$ cat config.mk
export PLATFORM = sky130hd
export DESIGN_NAME = bank_timing_guard
export DESIGN_NICKNAME = d
export VERILOG_FILES = /design/src/rtl/bank_guard_pkg.sv /design/src/rtl/gap_counter.sv /design/src/rtl/bank_tracker.sv /design/src/rtl/bank_timing_guard.sv
export SDC_FILE = /design/constraint.sdc
export NUM_CORES = 1
export LEC_CHECK = 0
export BUFFER_PORTS_ARGS = -buffer_cell sky130_fd_sc_hd__buf_4
export CORE_AREA = 2 2 121 123
export CTS_CLUSTER_SIZE = 24
export DETAILED_ROUTE_END_ITERATION = 6
export DIE_AREA = 0 0 123 125
export GPL_ROUTABILITY_DRIVEN = 0
export MAX_ROUTING_LAYER = met4
export PLACE_DENSITY = 0.65
export SYNTH_ARGS = -nofsm -noshare
export SYNTH_HDL_FRONTEND = slang
export SYNTH_SLANG_ARGS = --single-unit
export TNS_END_PERCENT = 10
$ cat constraint.sdc
create_clock -name clk -period 4.55 [get_ports clk]
set_clock_uncertainty 0.1 [all_clocks]
set_input_delay 0.455 -clock clk [delete_from_list [all_inputs] [get_ports clk]]
set_output_delay 0.455 -clock clk [all_outputs]
set_load 0.005 [all_outputs]
$ cat src/rtl/bank_guard_pkg.sv
package bank_guard_pkg;

    typedef enum logic [1:0] {
        CMD_NOP  = 2'd0,
        CMD_ACT  = 2'd1,
        CMD_READ = 2'd2,
        CMD_PRE  = 2'd3
    } cmd_e;

    localparam int ALL_BANKS_BIT = 10;

    function automatic int max_of2(input int a, input int b);
        return (a > b) ? a : b;
    endfunction

endpackage

$ cat src/rtl/gap_counter.sv
module gap_counter #(
    parameter int W = 4
) (
    input  logic         clk,
    input  logic         rst,
    input  logic         restart,
    output logic [W-1:0] since
);
    localparam logic [W-1:0] TOP = {W{1'b1}};

    always_ff @(posedge clk) begin
        if (rst)
            since <= TOP;
        else if (restart)
            since <= W'(1);
        else if (since != TOP)
            since <= since + W'(1);
    end
endmodule

$ cat src/rtl/bank_tracker.sv
module bank_tracker #(
    parameter int ROW_W = 13,
    parameter int CW    = 4
) (
    input  logic             clk,
    input  logic             rst,
    input  logic             do_act,
    input  logic             do_rd,
    input  logic             do_pre,
    input  logic [ROW_W-1:0] row_in,
    output logic             is_open,
    output logic [ROW_W-1:0] row,
    output logic [CW-1:0]    since_act,
    output logic [CW-1:0]    since_rd,
    output logic [CW-1:0]    since_pre
);
    always_ff @(posedge clk) begin
        if (rst) begin
            is_open <= 1'b0;
            row     <= '0;
        end else if (do_act) begin
            is_open <= 1'b1;
            row     <= row_in;
        end else if (do_pre) begin
            is_open <= 1'b0;
        end
    end

    gap_counter #(.W(CW)) act_gap_i (.clk(clk), .rst(rst), .restart(do_act), .since(since_act));
    gap_counter #(.W(CW)) rd_gap_i  (.clk(clk), .rst(rst), .restart(do_rd),  .since(since_rd));
    gap_counter #(.W(CW)) pre_gap_i (.clk(clk), .rst(rst), .restart(do_pre), .since(since_pre));
endmodule

$ cat src/rtl/bank_timing_guard.sv
module bank_timing_guard
    import bank_guard_pkg::*;
#(
    parameter int NUM_BANKS = 4,
    parameter int ROW_W     = 13,
    parameter int T_RRD     = 2,
    parameter int T_RCD     = 3,
    parameter int T_RAS     = 6,
    parameter int T_RP      = 3,
    parameter int T_RC      = 9,
    parameter int BURST_LEN = 8,
    localparam int BA_W     = $clog2(NUM_BANKS)
) (
    input  logic                       clk,
    input  logic                       rst,
    input  logic [1:0]                 cmd_i,
    input  logic [BA_W-1:0]            bank_i,
    input  logic [ROW_W-1:0]           addr_i,
    output logic                       accept_o,
    output logic                       stall_o,
    output logic                       illegal_o,
    output logic [NUM_BANKS-1:0]       bank_open_o,
    output logic [NUM_BANKS*ROW_W-1:0] open_row_o
);
    localparam int T_RDPRE = BURST_LEN / 2;
    localparam int MAXT = max_of2(max_of2(max_of2(T_RRD, T_RCD), max_of2(T_RAS, T_RP)),
                                  max_of2(T_RC, T_RDPRE));
    localparam int CW = $clog2(MAXT + 1);
    localparam logic [CW-1:0] RRD_C   = CW'(T_RRD);
    localparam logic [CW-1:0] RCD_C   = CW'(T_RCD);
    localparam logic [CW-1:0] RAS_C   = CW'(T_RAS);
    localparam logic [CW-1:0] RP_C    = CW'(T_RP);
    localparam logic [CW-1:0] RC_C    = CW'(T_RC);
    localparam logic [CW-1:0] RDPRE_C = CW'(T_RDPRE);

    cmd_e cmd;
    assign cmd = cmd_e'(cmd_i);

    logic [NUM_BANKS-1:0] open_v, rcd_ok, ras_ok, rdp_ok, rp_ok, rc_ok;
    logic [NUM_BANKS-1:0] do_act, do_rd, do_pre;
    logic [CW-1:0]        since_act [NUM_BANKS];
    logic [CW-1:0]        since_rd  [NUM_BANKS];
    logic [CW-1:0]        since_pre [NUM_BANKS];
    logic [CW-1:0]        since_any_act;
    logic                 any_act_ok, illegal, timing_ok, pre_all, accept;

    gap_counter #(.W(CW)) any_act_gap_i (
        .clk(clk), .rst(rst), .restart(accept && cmd == CMD_ACT), .since(since_any_act)
    );
    assign any_act_ok = since_any_act >= RRD_C;

    for (genvar b = 0; b < NUM_BANKS; b++) begin : g_bank
        bank_tracker #(.ROW_W(ROW_W), .CW(CW)) trk_i (
            .clk      (clk),
            .rst      (rst),
            .do_act   (do_act[b]),
            .do_rd    (do_rd[b]),
            .do_pre   (do_pre[b]),
            .row_in   (addr_i),
            .is_open  (open_v[b]),
            .row      (open_row_o[b*ROW_W +: ROW_W]),
            .since_act(since_act[b]),
            .since_rd (since_rd[b]),
            .since_pre(since_pre[b])
        );
        assign rcd_ok[b] = since_act[b] >= RCD_C;
        assign ras_ok[b] = since_act[b] >= RAS_C;
        assign rc_ok[b]  = since_act[b] >= RC_C;
        assign rdp_ok[b] = since_rd[b]  >= RDPRE_C;
        assign rp_ok[b]  = since_pre[b] >= RP_C;

        assign do_act[b] = accept && cmd == CMD_ACT  && bank_i == BA_W'(b);
        assign do_rd[b]  = accept && cmd == CMD_READ && bank_i == BA_W'(b);
        assign do_pre[b] = accept && cmd == CMD_PRE  &&
                           (pre_all ? open_v[b] : bank_i == BA_W'(b));
    end

    always_comb begin
        illegal   = 1'b0;
        timing_ok = 1'b0;
        pre_all   = 1'b0;
        unique case (cmd)
            CMD_ACT: begin
                illegal   = open_v[bank_i];
                timing_ok = rp_ok[bank_i] && rc_ok[bank_i] && any_act_ok;
            end
            CMD_READ: begin
                illegal   = !open_v[bank_i];
                timing_ok = rcd_ok[bank_i];
            end
            CMD_PRE: begin
                if (addr_i[ALL_BANKS_BIT]) begin
                    pre_all   = 1'b1;
                    timing_ok = &(~open_v | (ras_ok & rdp_ok));
                end else begin
                    illegal   = !open_v[bank_i];
                    timing_ok = ras_ok[bank_i] && rdp_ok[bank_i];
                end
            end
            default: ;
        endcase
    end

    assign accept      = cmd != CMD_NOP && !illegal && timing_ok;
    assign accept_o    = accept;
    assign stall_o     = cmd != CMD_NOP && !accept;
    assign illegal_o   = illegal;
    assign bank_open_o = open_v;
endmodule

==> flow_metrics.tcl <==
set metrics [dict create \
    cp_max_fo 18 \
    grt_pass1_wl_mm 21.0 \
    synth-edff-count 0 \
    critPathLaunchType "register" \
    crit_chain "inv_1, ha_1, o21ai_0, a221oi_1, o31ai_2, nand3_2, o211ai_2, mux2i_1" \
    r2r-end "g_bank[1].trk_i.row[9]$_SDFFE_PP0P_" \
    synth_cell_types 51 \
    wl_per_cell_um 15.0 \
    area_growth_pct 16.9 \
    fmax_mhz 311 \
    cp_slowest_stage_delay_ns 0.97 \
    cpMaxStageDelayCell "o211ai_2" \
    synthFlopType "dfxtp_1" \
    dp_hpwl_mm 8.82 \
    cts.path.max_buffers 2 \
    finalSetupViolCount 0 \
    firstDrtPassIters 5 \
    die_x_um 123 \
    grt_util_all_layers_pct 17.7 \
    p_leak_nw 2.98 \
    yosysSeqAreaShare_pct 39.1 \
    fin_setup_tns_ns 0 \
    die-area_um2 15400 \
    grt_pass1_vias 4330 \
    insertion_delay_ns 0.35 \
    power.total_mw 3.29 \
    min_delay_path_depth 3 \
    pre_cts_ws_ns 1.38 \
    overflow 0 \
    outcome "complete, no violations" \
    cts_resized 0 \
    r2r-start "g_bank[2].trk_i.act_gap_i.since[0]$_SDFFE_PP1N_" \
    p_per_area_nw_per_um2 509 \
    hp-start "addr_i[6]" \
    postSynthAreaPerCell_um2 9.44 \
    grt_antenna_before_repair 0 \
    ios 78 \
    wl_mm 12.5 \
    layout_commonest_cell "dfxtp_1" \
    antennaDiodeCount 0 \
    finalHoldViolCount 0 \
    initial_core_util_pct 38.9 \
    cp_num_buf_inv 1 \
    clk_pin_slew_worst_paths_ns 0.07 \
    period_share_pct 70.7 \
    layout_setup_ws_ns 1.34 \
    holdWs_ns 0.337 \
    drtAntennaViolNets 0 \
    ys_warn_count 0 \
    dp_cells 815 \
    end_kind "register" \
    cp.required_ns 4.72 \
    max_slew_margin_pct 20.2 \
    numPortBuffers 77 \
    min_period_ns 3.21 \
    placed_area_um2 6140 \
    finalMaxSlewViolations 0 \
    final_cell_mix "108 x dfxtp_1, 77 x buf_4, 76 x nand2b_1" \
    rsz0062_at_grt "false" \
    critPathArrivalTime_ns 3.39 \
    viasPerCell 5.20 \
    cpLargestDelayFamily "compound AO/OA/AOI/OAI gates" \
    fillers 1375 \
    drv_cap 0 \
    hold_buffers 0 \
    core_um2 14200 \
    cts_buffers 9 \
    fp.dieH_um 125 \
    post-route-util_pct 45.5 \
    r2r_slack_ns 1.34 \
    clock-sinks 108 \
    hp-class "input pin to register" \
    ys_ff_latch 108 \
    syn_nets 631 \
    h-tree-depth 3 \
    ctsRootBufferMaster "clkbuf_16" \
    first_iter_violations 183 \
    yosys.area.top_type_share_pct 39.1 \
    post-synth-top-area-cell "dfxtp_1" \
    yosys-top-cells-area "dfxtp_1 39%, mux2i_1 12%, nand2b_1 8.6%, ha_1 5.9%, nor2_1 3.5%" \
    grt_max_degree 130 \
    cts_tree "yes" \
    netlist_area_um2 5530 \
    hold_path_end "g_bank[0].trk_i.row[6]$_SDFFE_PP0P_" \
    vdd_ir_drop_max_uv 184 \
    ys_async_sr_fraction_pct 0 \
    stdcell_count 831 \
    rows 44 \
    worstSetupPathType "register to register" \
    worstMarginPinSlew_ns 1.19 \
    nets 687 \
    worstRegToRegCells 8 \
    drc 0 \
    syn_inst 586 \
    dr_total_vias 4320 \
    design_area_um2 6460 \
    postCtsSetupRepairBufs 0 \
    drive_gt1_share_pct 19.2 \
]
synthesized netlist by cell type (4+ instances only):
master	instances
a21o_1	6
a21oi_1	22
a21oi_2	4
buf_4	6
buf_6	7
clkbuf_1	16
dfxtp_1	108
ha_1	26
inv_1	14
mux2_2	5
mux2i_1	67
nand2_1	14
nand2b_1	76
nand3_1	27
nand3b_1	7
nor2_1	51
nor2b_1	4
nor3_1	14
o21ai_0	13
o21bai_1	19
o22ai_1	7
o31ai_1	5
or3_1	12
xnor2_1	5
xor2_1	8
cells by family (layout without fill, tap and decap cells):
logic type | count (synthesis) | count (layout) | share of synthesized area, %
buf+inv | 46 | 107 | 4.55
simple gates | 222 | 222 | 22.0
mux | 74 | 74 | 14.0
flops | 108 | 108 | 39.1
xor+xnor | 13 | 13 | 2.06
fa+ha+maj | 26 | 26 | 5.88
compound gates | 97 | 97 | 12.4
registers in the layout, indices dropped and copies added (netlist names):
signal and count:
g_bank.trk_i.rd_gap_i.since 16, g_bank.trk_i.is_open 4, g_bank.trk_i.row 52, g_bank.trk_i.pre_gap_i.since 16
g_bank.trk_i.act_gap_i.since 16, any_act_gap_i.since 4
power breakdown:
group	switching, mW	internal (mW)	leakage [nW]
Combinational	0.548	0.551	1.94
Sequential	0.213	1.13	0.883
Clock	0.353	0.500	0.152
area by class of cell:
class                   count  area [um^2]  area share [%]
clock inverters             5         83.8            1.30
multi-input cells         432         3120            48.2
well taps                 184          230            3.56
repair buffers             77          578            8.94
clock buffers              11          243            3.75
inverters                  14         52.6           0.813
flip-flops and latches    108         2160            33.4
routing by layer:
metal / global-route usage, % / share of wire [%] / vias up
li1: - / - / 2145
met1: 22.7 / 47 / 2036
met2: 26.3 / 45 / 120
met3: 4.97 / 6.2 / 19
met4: 6.75 / 2.3 / 0
met5: - / 0 / -
how the worst max path moves through the flow:
stage | startpoint | to | depth (start not counted)
2_1_floorplan | g_bank[2].trk_i.act_gap_i.since[0]$_SDFFE_PP1N_ | g_bank[0].trk_i.act_gap_i.since[0]$_SDFFE_PP1N_ | 10
3_3_place_gp | g_bank[2].trk_i.act_gap_i.since[0]$_SDFFE_PP1N_ | g_bank[1].trk_i.row[9]$_SDFFE_PP0P_ | 8
3_5_place_dp | g_bank[2].trk_i.act_gap_i.since[0]$_SDFFE_PP1N_ | g_bank[1].trk_i.row[6]$_SDFFE_PP0P_ | 8
4_1_cts | g_bank[2].trk_i.act_gap_i.since[0]$_SDFFE_PP1N_ | g_bank[1].trk_i.row[1]$_SDFFE_PP0P_ | 8
5_1_grt | g_bank[2].trk_i.act_gap_i.since[0]$_SDFFE_PP1N_ | g_bank[1].trk_i.row[12]$_SDFFE_PP0P_ | 8
6_report | g_bank[2].trk_i.act_gap_i.since[0]$_SDFFE_PP1N_ | g_bank[1].trk_i.row[9]$_SDFFE_PP0P_ | 8
worst min-delay path, stage by stage:
cell	delay (ns)
buf_4	0.08
nand2b_1	0.09
mux2i_1	0.13
Note: power is estimated with default switching activity, not from simulation.
